[src/rtl/cardtx_pkg.sv]
package cardtx_pkg;
  typedef enum logic [1:0] {
    THR_ONE_WORD,
    THR_HALF,
    THR_QUARTER,
    THR_WHOLE_BLOCK
  } thr_sel_e;
endpackage

[src/rtl/cardtx_thresh.sv]
module cardtx_thresh #(
  parameter int DATA_W = 32,
  parameter int DEPTH  = 16,
  parameter int LEN_W  = 12,
  parameter int CNT_W  = $clog2(DEPTH + 1)
) (
  input  logic             fill_any,
  input  logic [LEN_W-1:0] blk_len,
  output logic [CNT_W-1:0] thr_words
);
  import cardtx_pkg::*;

  localparam int BPW = DATA_W / 8;
  localparam int CAP = DEPTH * BPW;

  thr_sel_e    sel;
  logic [31:0] len32;
  logic [31:0] whole_words;

  assign len32       = 32'(blk_len);
  assign whole_words = (len32 + 32'(BPW - 1)) / 32'(BPW);

  always_comb begin
    if (fill_any)                         sel = THR_ONE_WORD;
    else if (len32 * 32'd4 >= 32'(3 * CAP)) sel = THR_HALF;
    else if (len32 * 32'd2 >= 32'(CAP))     sel = THR_QUARTER;
    else                                  sel = THR_WHOLE_BLOCK;
  end

  always_comb begin
    case (sel)
      THR_ONE_WORD: thr_words = CNT_W'(1);
      THR_HALF:     thr_words = CNT_W'(DEPTH / 2);
      THR_QUARTER:  thr_words = CNT_W'(DEPTH / 4);
      default:      thr_words = (whole_words == 32'd0) ? CNT_W'(1) : CNT_W'(whole_words);
    endcase
  end
endmodule

[src/rtl/cardtx_mem.sv]
module cardtx_mem #(
  parameter int DATA_W = 32,
  parameter int DEPTH  = 16,
  parameter int CNT_W  = $clog2(DEPTH + 1)
) (
  input  logic              clk,
  input  logic              rst,
  input  logic              push,
  input  logic [DATA_W-1:0] wdata,
  input  logic              pop,
  input  logic              pop_ok,
  output logic [DATA_W-1:0] rdata,
  output logic [CNT_W-1:0]  level,
  output logic              push_drop,
  output logic              pop_under
);
  localparam int PTR_W = (DEPTH > 1) ? $clog2(DEPTH) : 1;
  localparam logic [PTR_W-1:0] LAST = PTR_W'(DEPTH - 1);

  logic [DATA_W-1:0] mem [DEPTH];
  logic [PTR_W-1:0]  wr_ptr, rd_ptr;
  logic              full, empty, wr_en, rd_en;

  assign full      = (level == CNT_W'(DEPTH));
  assign empty     = (level == '0);
  assign wr_en     = push && !full;
  assign rd_en     = pop && pop_ok && !empty;
  assign push_drop = push && full;
  assign pop_under = pop && pop_ok && empty;

  always_ff @(posedge clk) begin
    if (wr_en) mem[wr_ptr] <= wdata;
  end

  always_ff @(posedge clk) begin
    if (rd_en) rdata <= mem[rd_ptr];
  end

  always_ff @(posedge clk) begin
    if (rst) begin
      wr_ptr <= '0;
      rd_ptr <= '0;
      level  <= '0;
    end else begin
      if (wr_en) wr_ptr <= (wr_ptr == LAST) ? '0 : wr_ptr + 1'b1;
      if (rd_en) rd_ptr <= (rd_ptr == LAST) ? '0 : rd_ptr + 1'b1;
      case ({wr_en, rd_en})
        2'b10:   level <= level + 1'b1;
        2'b01:   level <= level - 1'b1;
        default: level <= level;
      endcase
    end
  end

  AST_FULL_HOLDS: assert property (@(posedge clk) disable iff (rst)
    (push && full && !pop) |=> (level == CNT_W'(DEPTH)));
  AST_POP_GATED: assert property (@(posedge clk) disable iff (rst)
    (pop && !pop_ok && !push) |=> $stable(level));
endmodule

[src/rtl/cardtx_start.sv]
module cardtx_start #(
  parameter int DATA_W = 32,
  parameter int DEPTH  = 16,
  parameter int LEN_W  = 12,
  parameter int CNT_W  = $clog2(DEPTH + 1)
) (
  input  logic             clk,
  input  logic             rst,
  input  logic             cmd,
  input  logic             fill_any,
  input  logic [LEN_W-1:0] blk_len,
  input  logic [CNT_W-1:0] level,
  output logic             go,
  output logic             started
);
  logic             armed, fill_l;
  logic [LEN_W-1:0] len_l;
  logic [CNT_W-1:0] thr;

  cardtx_thresh #(.DATA_W(DATA_W), .DEPTH(DEPTH), .LEN_W(LEN_W), .CNT_W(CNT_W)) u_thresh (
    .fill_any  (fill_l),
    .blk_len   (len_l),
    .thr_words (thr)
  );

  always_ff @(posedge clk) begin
    if (rst) begin
      armed   <= 1'b0;
      started <= 1'b0;
      go      <= 1'b0;
      fill_l  <= 1'b0;
      len_l   <= '0;
    end else begin
      go <= 1'b0;
      if (cmd) begin
        armed   <= 1'b1;
        started <= 1'b0;
        fill_l  <= fill_any;
        len_l   <= blk_len;
      end else if (armed && (level >= thr)) begin
        go      <= 1'b1;
        armed   <= 1'b0;
        started <= 1'b1;
      end
    end
  end

  AST_GO_PULSE: assert property (@(posedge clk) disable iff (rst)
    go |=> !go);
  AST_GO_HAS_DATA: assert property (@(posedge clk) disable iff (rst)
    go |-> (level != '0));
  AST_GO_RELEASES: assert property (@(posedge clk) disable iff (rst)
    go |-> started);
endmodule

[src/rtl/cardtx_flag.sv]
module cardtx_flag (
  input  logic clk,
  input  logic rst,
  input  logic evt,
  input  logic clr,
  output logic flag
);
  always_ff @(posedge clk) begin
    if (rst)      flag <= 1'b0;
    else if (evt) flag <= 1'b1;
    else if (clr) flag <= 1'b0;
  end

  AST_EVENT_WINS: assert property (@(posedge clk) disable iff (rst)
    (evt && clr) |=> flag);
  AST_FLAG_STICKY: assert property (@(posedge clk) disable iff (rst)
    (flag && !clr) |=> flag);
  AST_FLAG_CLEARS: assert property (@(posedge clk) disable iff (rst)
    (flag && clr && !evt) |=> !flag);
endmodule

[src/rtl/cardtx_fifo.sv]
module cardtx_fifo #(
  parameter int DATA_W = 32,
  parameter int DEPTH  = 16,
  parameter int LEN_W  = 12,
  localparam int CNT_W = $clog2(DEPTH + 1)
) (
  input  logic              clk,
  input  logic              rst,
  input  logic              cmd_start,
  input  logic              cfg_fill_any,
  input  logic              cfg_clr_on_read,
  input  logic [LEN_W-1:0]  cfg_blk_len,
  input  logic              sys_push,
  input  logic [DATA_W-1:0] sys_data,
  input  logic              card_pop,
  input  logic              stat_rd,
  output logic [DATA_W-1:0] card_data,
  output logic              xfer_go,
  output logic [CNT_W-1:0]  level,
  output logic              flag_ovr,
  output logic              flag_unr
);
  localparam int NFLAG = 2;

  logic             started, push_drop, pop_under, flag_clr;
  logic [NFLAG-1:0] evts, flags;

  cardtx_mem #(.DATA_W(DATA_W), .DEPTH(DEPTH), .CNT_W(CNT_W)) u_mem (
    .clk       (clk),
    .rst       (rst),
    .push      (sys_push),
    .wdata     (sys_data),
    .pop       (card_pop),
    .pop_ok    (started),
    .rdata     (card_data),
    .level     (level),
    .push_drop (push_drop),
    .pop_under (pop_under)
  );

  cardtx_start #(.DATA_W(DATA_W), .DEPTH(DEPTH), .LEN_W(LEN_W), .CNT_W(CNT_W)) u_start (
    .clk      (clk),
    .rst      (rst),
    .cmd      (cmd_start),
    .fill_any (cfg_fill_any),
    .blk_len  (cfg_blk_len),
    .level    (level),
    .go       (xfer_go),
    .started  (started)
  );

  assign flag_clr = cfg_clr_on_read ? stat_rd : cmd_start;
  assign evts     = {pop_under, push_drop};

  for (genvar i = 0; i < NFLAG; i++) begin : g_flag
    cardtx_flag u_flag (
      .clk  (clk),
      .rst  (rst),
      .evt  (evts[i]),
      .clr  (flag_clr),
      .flag (flags[i])
    );
  end

  assign flag_ovr = flags[0];
  assign flag_unr = flags[1];

  AST_OVR_ON_FULL_PUSH: assert property (@(posedge clk) disable iff (rst)
    (sys_push && (level == CNT_W'(DEPTH))) |=> flag_ovr);
  AST_NO_GO_IDLE: assert property (@(posedge clk) disable iff (rst)
    (xfer_go && !$past(cmd_start)) |=> !xfer_go);
endmodule

[config.mk]
export PLATFORM = sky130hd
export DESIGN_NAME = cardtx_fifo
export DESIGN_NICKNAME = d
export VERILOG_FILES = /design/src/rtl/cardtx_pkg.sv /design/src/rtl/cardtx_thresh.sv /design/src/rtl/cardtx_mem.sv /design/src/rtl/cardtx_start.sv /design/src/rtl/cardtx_flag.sv /design/src/rtl/cardtx_fifo.sv
export SDC_FILE = /design/constraint.sdc
export NUM_CORES = 1
export LEC_CHECK = 0
export BUFFER_PORTS_ARGS = -buffer_cell sky130_fd_sc_hd__buf_2
export CORE_ASPECT_RATIO = 1.1
export CORE_MARGIN = 4
export CORE_UTILIZATION = 66
export CTS_CLUSTER_SIZE = 28
export DETAILED_ROUTE_END_ITERATION = 10
export HOLD_SLACK_MARGIN = 0.03
export MAX_ROUTING_LAYER = met4
export PLACE_DENSITY = 0.9
export SLEW_MARGIN = 10
export SYNTH_ARGS = -nofsm -noshare
export SYNTH_HDL_FRONTEND = slang
export SYNTH_SLANG_ARGS = --single-unit
[constraint.sdc]
create_clock -name clk -period 6.4 [get_ports clk]
set_input_delay 0.64 -clock clk [delete_from_list [all_inputs] [get_ports clk]]
set_output_delay 0.64 -clock clk [all_outputs]
set_load 0.005 [all_outputs]
After elaboration in Yosys (flattened, before gate mapping)

Memory sizes are Yosys's and may differ from the RTL's. A register that Yosys moved wholly into a read port is not among the register bits.
Index checks and enable logic that the tools add are counted.

Output and inout bits: 40
Memories: 1
Register bits: 31
RAM bits: 512
Logic and storage cells: 59

Memories:

| name      | words | bits a word | read ports | clocked after Yosys merged registers in | write ports | RTL line         | text |
|---|---|---|---|---|---|---|---|
| u_mem.mem | 16    | 32          | 1          | 1                                       | 1           | cardtx_mem.sv:20 | `logic [DATA_W-1:0] mem [DEPTH];` |

$lt $le $gt $ge: 3
Reductions and logical operators: 16
Add/sub/neg operators: 5
Equal/unequal tests: 7
Muxes and demuxes: 17

Operators with widths:

| cell                                                 | number |
|---|---|
| logical NOT 32 bit                                   | 1 |
| case mux 5 bit (3 select lines)                      | 1 |
| >= comparator 14 x 8 -> 1 bit, second input constant | 1 |
| adder 12 x 2 -> 13 bit, second input constant        | 1 |
| >= comparator 13 x 7 -> 1 bit, second input constant | 1 |
| 2-to-1 mux 1 bit                                     | 10 |
| case mux 5 bit (2 select lines)                      | 1 |
| adder 4 x 1 -> 4 bit, second input constant          | 2 |
| equality test 4 bit, second input constant           | 2 |
| 2-to-1 mux 4 bit                                     | 2 |
| nonzero test 2 bit                                   | 4 |
| logical AND 1 bit                                    | 6 |
| adder 5 x 1 -> 5 bit, second input constant          | 1 |
| equality test 5 bit, second input constant           | 1 |
| >= comparator 5 bit                                  | 1 |
| logical NOT 5 bit                                    | 1 |
| 2-to-1 mux 5 bit                                     | 1 |
| subtractor 5 x 1 -> 5 bit, second input constant     | 1 |
| equality test 2 x 1 -> 1 bit, second input constant  | 2 |
| equality test 2 bit, second input constant           | 2 |
| 2-to-1 mux 2 bit                                     | 2 |
| logical NOT 1 bit                                    | 2 |
| logical NOT 2 bit                                    | 1 |
| OR reduction 2 bit                                   | 1 |

Logic depth before layout (Yosys ltp)

Word-level depth: 10
Gate-level depth with buffers: 10

By module

Synthesis repeated with hierarchy kept, for this count alone.

Cell total of the unflattened synthesis: 955
Area total of the unflattened synthesis: 21968.6 um^2

By module, submodules not included:

| module        | cells each | instances | sequential area each (um^2) | area each (um^2) |
|---|---|---|---|---|
| cardtx_mem    | 858        | 1         | 16595.9                     | 21055.2 |
| cardtx_start  | 70         | 1         | 320.3                       | 686.9 |
| cardtx_thresh | 18         | 1         | 0.0                         | 133.9 |
| cardtx_flag   | 4          | 2         | 20.0                        | 38.8 |
| cardtx_fifo   | 1          | 1         | 0.0                         | 15.0 |

Worst setup path after synthesis

Ideal clock, no wire load.

Path type: input to register
Start point: in card_pop
End point: reg u_mem.level[4]
Data arrival time: 4303 ps
Required time: 6279 ps
Cell stages on the path: 9
Buffers on the path: 0
Slack: 1976 ps
Cells stage by stage: nand2_1 > a21oi_1 > ha_1 > inv_1 > fa_1 > nand2b_1 > a21oi_1 > mux2i_1 > mux2_2

Longest elaborated chain between the ends: 4
Elaborated cells on any way between the ends: 6

Ends and longest elaborated chain:

| what                                                                  | RTL line          | text |
|---|---|---|
| start, declared                                                       | cardtx_fifo.sv:15 | `input logic card_pop,` |
| logical AND 1 bit * (2 in series)                                     | cardtx_mem.sv:27  | `assign rd_en = pop && pop_ok && !empty;` |
| via u_mem.rd_en                                                       | cardtx_mem.sv:22  | `logic full, empty, wr_en, rd_en;` |
| equality test 2 x 1 -> 1 bit or equality test 2 bit (tied branches)   | cardtx_mem.sv:47  | `case ({wr_en, rd_en})` |
| case mux 5 bit (2 select lines) or nonzero test 2 bit (tied branches) | -                 |  |
| end signal, assigned                                                  | cardtx_mem.sv:48  | `2'b10: level <= level + 1'b1;` |
| end signal, assigned                                                  | cardtx_mem.sv:49  | `2'b01: level <= level - 1'b1;` |
| end signal, assigned                                                  | cardtx_mem.sv:50  | `default: level <= level;` |
| end, declared                                                         | cardtx_mem.sv:13  | `output logic [CNT_W-1:0] level,` |

Mark *: on every way through the listed nets, which the timed path passes. The rest lies on a longest branch.
A chain may end at the register's enable or synchronous reset.

Worst setup path in the final report

Start point: reg u_mem.level[4]
End point: reg u_mem.level[4]

Longest elaborated chain between the ends: 5
Elaborated cells on any way between the ends: 12

Ends and longest elaborated chain:

| what                                                                  | RTL line         | text |
|---|---|---|
| logical NOT 5 bit *                                                   | cardtx_mem.sv:25 | `assign empty = (level == '0);` |
| logical NOT 1 bit *                                                   | cardtx_mem.sv:27 |  |
| logical AND 1 bit *                                                   | cardtx_mem.sv:27 |  |
| via u_mem.rd_en                                                       | cardtx_mem.sv:22 |  |
| equality test 2 x 1 -> 1 bit or equality test 2 bit (tied branches)   | cardtx_mem.sv:47 |  |
| case mux 5 bit (2 select lines) or nonzero test 2 bit (tied branches) | -                |  |

Marks and branches as above.

==> flow_metrics.env <==
export IMPL_ys_seq_elements=575
export IMPL_drv_cap=0
export IMPL_ios=92
export IMPL_first_iter_violations=1542
export IMPL_netlist_area_um2=21800
export IMPL_crit_path_end_kind="flop"
export IMPL_r2r_end="u_mem.level[4]"
export IMPL_critPathLaunchType="flop"
export IMPL_clkTransAtPathRegs_ns=0.06
export IMPL_worstMarginPinSlew_ns=1.23
export IMPL_p_leak_nw=7.84
export IMPL_gp_congestion=0.784
export IMPL_setup_violations=0
export IMPL_syn_avg_cell_area_um2=21.5
export IMPL_ff2ff_setup_slack_ns=3.18
export IMPL_cts_buffers=52
export IMPL_wl_um=49400
export IMPL_rsz0062_at_grt="no"
export IMPL_ys_seq_area_frac=0.778
export IMPL_nets=1194
export IMPL_cts_tree="done"
export IMPL_synth_edf_count=544
export IMPL_synthTopCellsByArea="edfxtp_1 (75%), mux4_2 (13%), dfxtp_1 (2.8%)"
export IMPL_synthFlopType="edfxtp_1"
export IMPL_ant_nets=0
export IMPL_synth_top_area_frac=0.750
export IMPL_postCtsHoldBufs=0
export IMPL_critPathMaxFanout=37
export IMPL_clock_path_buffers=3
export IMPL_startpoint="u_mem.level[4]"
export IMPL_die_h_um=199
export IMPL_dieArea_um2=36000
export IMPL_skew_ns=0.0237
export IMPL_critPathRequiredTime_ns=6.86
export IMPL_ys_types=43
export IMPL_peakVddDrop_mv=0.198
export IMPL_hold_class="input pin to flop"
export IMPL_synth_compound_area_frac=0.0313
export IMPL_ctsResizeCount=0
export IMPL_timing_rr_start="u_mem.level[4]"
export IMPL_placed_cell_area_um2=22800
export IMPL_slew_viol_final=0
export IMPL_cp_data_arrival_time_ns=3.68
export IMPL_regArea_um2=17000
export IMPL_viasPerCell=6.90
export IMPL_post_route_period_util=0.503
export IMPL_yosys_area_top_type="edfxtp_1"
export IMPL_core_area_um2=32500
export IMPL_synthSimpleGateAreaFrac=0.0230
export IMPL_filler_cell_count=1682
export IMPL_finalHoldViolations=0
export IMPL_design_area_um2=24400
export IMPL_endpoint="u_mem.level[4]"
export IMPL_synthAdderAreaFrac=0.00896
export IMPL_track_usage=0.289
export IMPL_hpwlAfterDp_um=25100
export IMPL_synth_nets=1082
export IMPL_num_vias=10991
export IMPL_syn2layout_area_growth_pct=12.1
export IMPL_port_buffers=91
export IMPL_wire_per_inst_um=31.0
export IMPL_drive_gt1_frac=0.287
export IMPL_drc=0
export IMPL_clkSinkCount=575
export IMPL_fmax_mhz=310
export IMPL_antenna_found_initial=2
export IMPL_grt_pass1_vias=11563
export IMPL_cts_htree_levels=2
export IMPL_outcome="finished, final reports clean"
export IMPL_post_route_min_period_ns=3.22
export IMPL_yosysWarnings=0
export IMPL_synth_xor_area_frac=0.00241
export IMPL_overflow=0
export IMPL_syn_inst=1015
export IMPL_ctsRootBufferMaster="clkbuf_16"
export IMPL_synth_top_family_by_area="multiplexers"
export IMPL_die_x_um=181
export IMPL_dr_pass1_iters=7
export IMPL_synth_common_cells="edfxtp_1 (544), mux4_2 (128), a22oi_1 (64)"
export IMPL_reg2reg_depth=10
export IMPL_synthMuxAreaShare=0.142
export IMPL_async_reset_ff_frac=0
export IMPL_post_cts_buffers=0
export IMPL_p_per_area_nw_per_um2=302
export IMPL_slew_headroom=0.176
export IMPL_multi_input_area_um2=4660
export IMPL_clkLatencyLatePin_ns=0.58
export IMPL_grt_pass1_wl_um=73900
export IMPL_grt_max_degree=116
export IMPL_start_util=0.671
export IMPL_yosysMostFrequentCell="edfxtp_1"
export IMPL_rows=69
export IMPL_path_class="flop to flop"
export IMPL_fin_setup_tns_ns=0
## stage by stage
step	hold slack, ns	power [W]	worst slack [ns]	cells	util
after global placement	0.465	0.00444	3.10	1499	0.703
after global routing	0.334	0.00760	3.00	1592	0.752
final	0.314	0.00738	3.18	1592	0.752
after floorplan	0.458	0.00436	1.98	1015	-
after detailed placement	0.483	0.00446	3.05	1499	0.703
after CTS	0.292	0.00740	3.20	1590	0.752
## power breakdown
part	leakage (nW)	switching (W)	total, W	internal, W
registers	5.17	0.0000203	0.00418	0.00416
logic	1.90	0.000134	0.000202	0.0000684
clock network	0.774	0.00132	0.00299	0.00167
total	7.84	0.00147	0.00738	0.00590
## placed cells by master, fill, tap and decap left out, types with 2 or more instances in the layout
master      netlist  layout
clkinv_2          0       7
a21o_1            3       3
mux2i_1          19      19
diode_2           0       2
a22oi_1          64      64
nor4_1            3       3
or3_1             2       2
a21oi_1          10       9
or4_1             2       2
nand2_1          40      40
a31oi_1           2       2
clkinv_1          0      11
buf_2            11      91
edfxtp_1        544     544
mux4_2          128     128
clkbuf_16         0      53
nor2_4            0      13
inv_1             9       9
nor2_1           50      37
nand2b_1          5       5
bufinv_16         0       4
nor2b_4           0       2
nor3_2            0       4
xor2_1            5       5
clkinvlp_4        0       2
o21ai_0           2       2
a41oi_1           2       2
dfxtp_4           0       2
clkbuf_1         30      13
buf_4             0      19
ha_1             14      14
dfxtp_1          31      29
## registers in the layout (all words and copies together), names as in the netlist
signal              cells
u_mem.wr_ptr            4
u_mem.rd_ptr            4
g_flag.u_flag.flag      2
u_start.armed           1
u_mem.level             5
u_mem.mem             512
u_start.len_l          12
u_start.started         1
u_start.fill_l          1
u_mem.rdata            32
u_start.go              1
## layout make-up
cell class                      instances  share of cell area
Antenna cell                            2            0.000205
Clock buffer                           66              0.0563
Clock inverter                         25             0.00902
Inverter                                9             0.00138
Multi-Input combinational cell        378               0.191
Sequential cell                       575               0.695
Tap cell                              426              0.0218
Timing Repair Buffer                  111              0.0253
## kinds of logic (layout without fill, tap and decap cells)
group,after synthesis,after routing
fa+ha+maj,15,15
flops,575,575
simple gates,115,115
buf+inv,62,211
xor+xnor,6,6
other cells,1,3
mux,148,148
compound gates,93,93
## per-layer routing
metal  up-vias  global-route usage  share of wire  wire, um
met3       134              0.0514          0.088      4360
met2       769               0.475           0.52     25800
met5         -                   -              0         0
met4         0               0.102          0.034      1690
met1      5653               0.375           0.36     17600
li1       4435                   -              -         -
## critical path: stages, from the launching register on
cell and delay (ns):
dfxtp_1 0.47, inv_1 0.16, a21oi_4 0.14, buf_4 0.58, ha_1 0.37, inv_1 0.09, fa_1 0.39, nand2b_1 0.16
a21oi_1 0.17, mux2i_1 0.23, mux2_2 0.34
## worst min-delay path by stage
| stage | to | depth (start not counted) | from | slack, ns |
|---|---|---|---|---|
| 6_report | u_start.len_l[1] | 3 | cfg_blk_len[1] | 0.31 |
| 3_3_place_gp | g_flag[1].u_flag.flag | 2 | g_flag[1].u_flag.flag | 0.46 |
| 4_1_cts | u_start.len_l[8] | 3 | cfg_blk_len[8] | 0.29 |
| 5_1_grt | u_start.len_l[2] | 3 | cfg_blk_len[2] | 0.33 |
| 2_1_floorplan | u_start.armed | 2 | u_start.armed | 0.46 |
| 3_5_place_dp | g_flag[1].u_flag.flag | 2 | g_flag[1].u_flag.flag | 0.48 |
No activity file was read; power rests on OpenSTA's default activity.
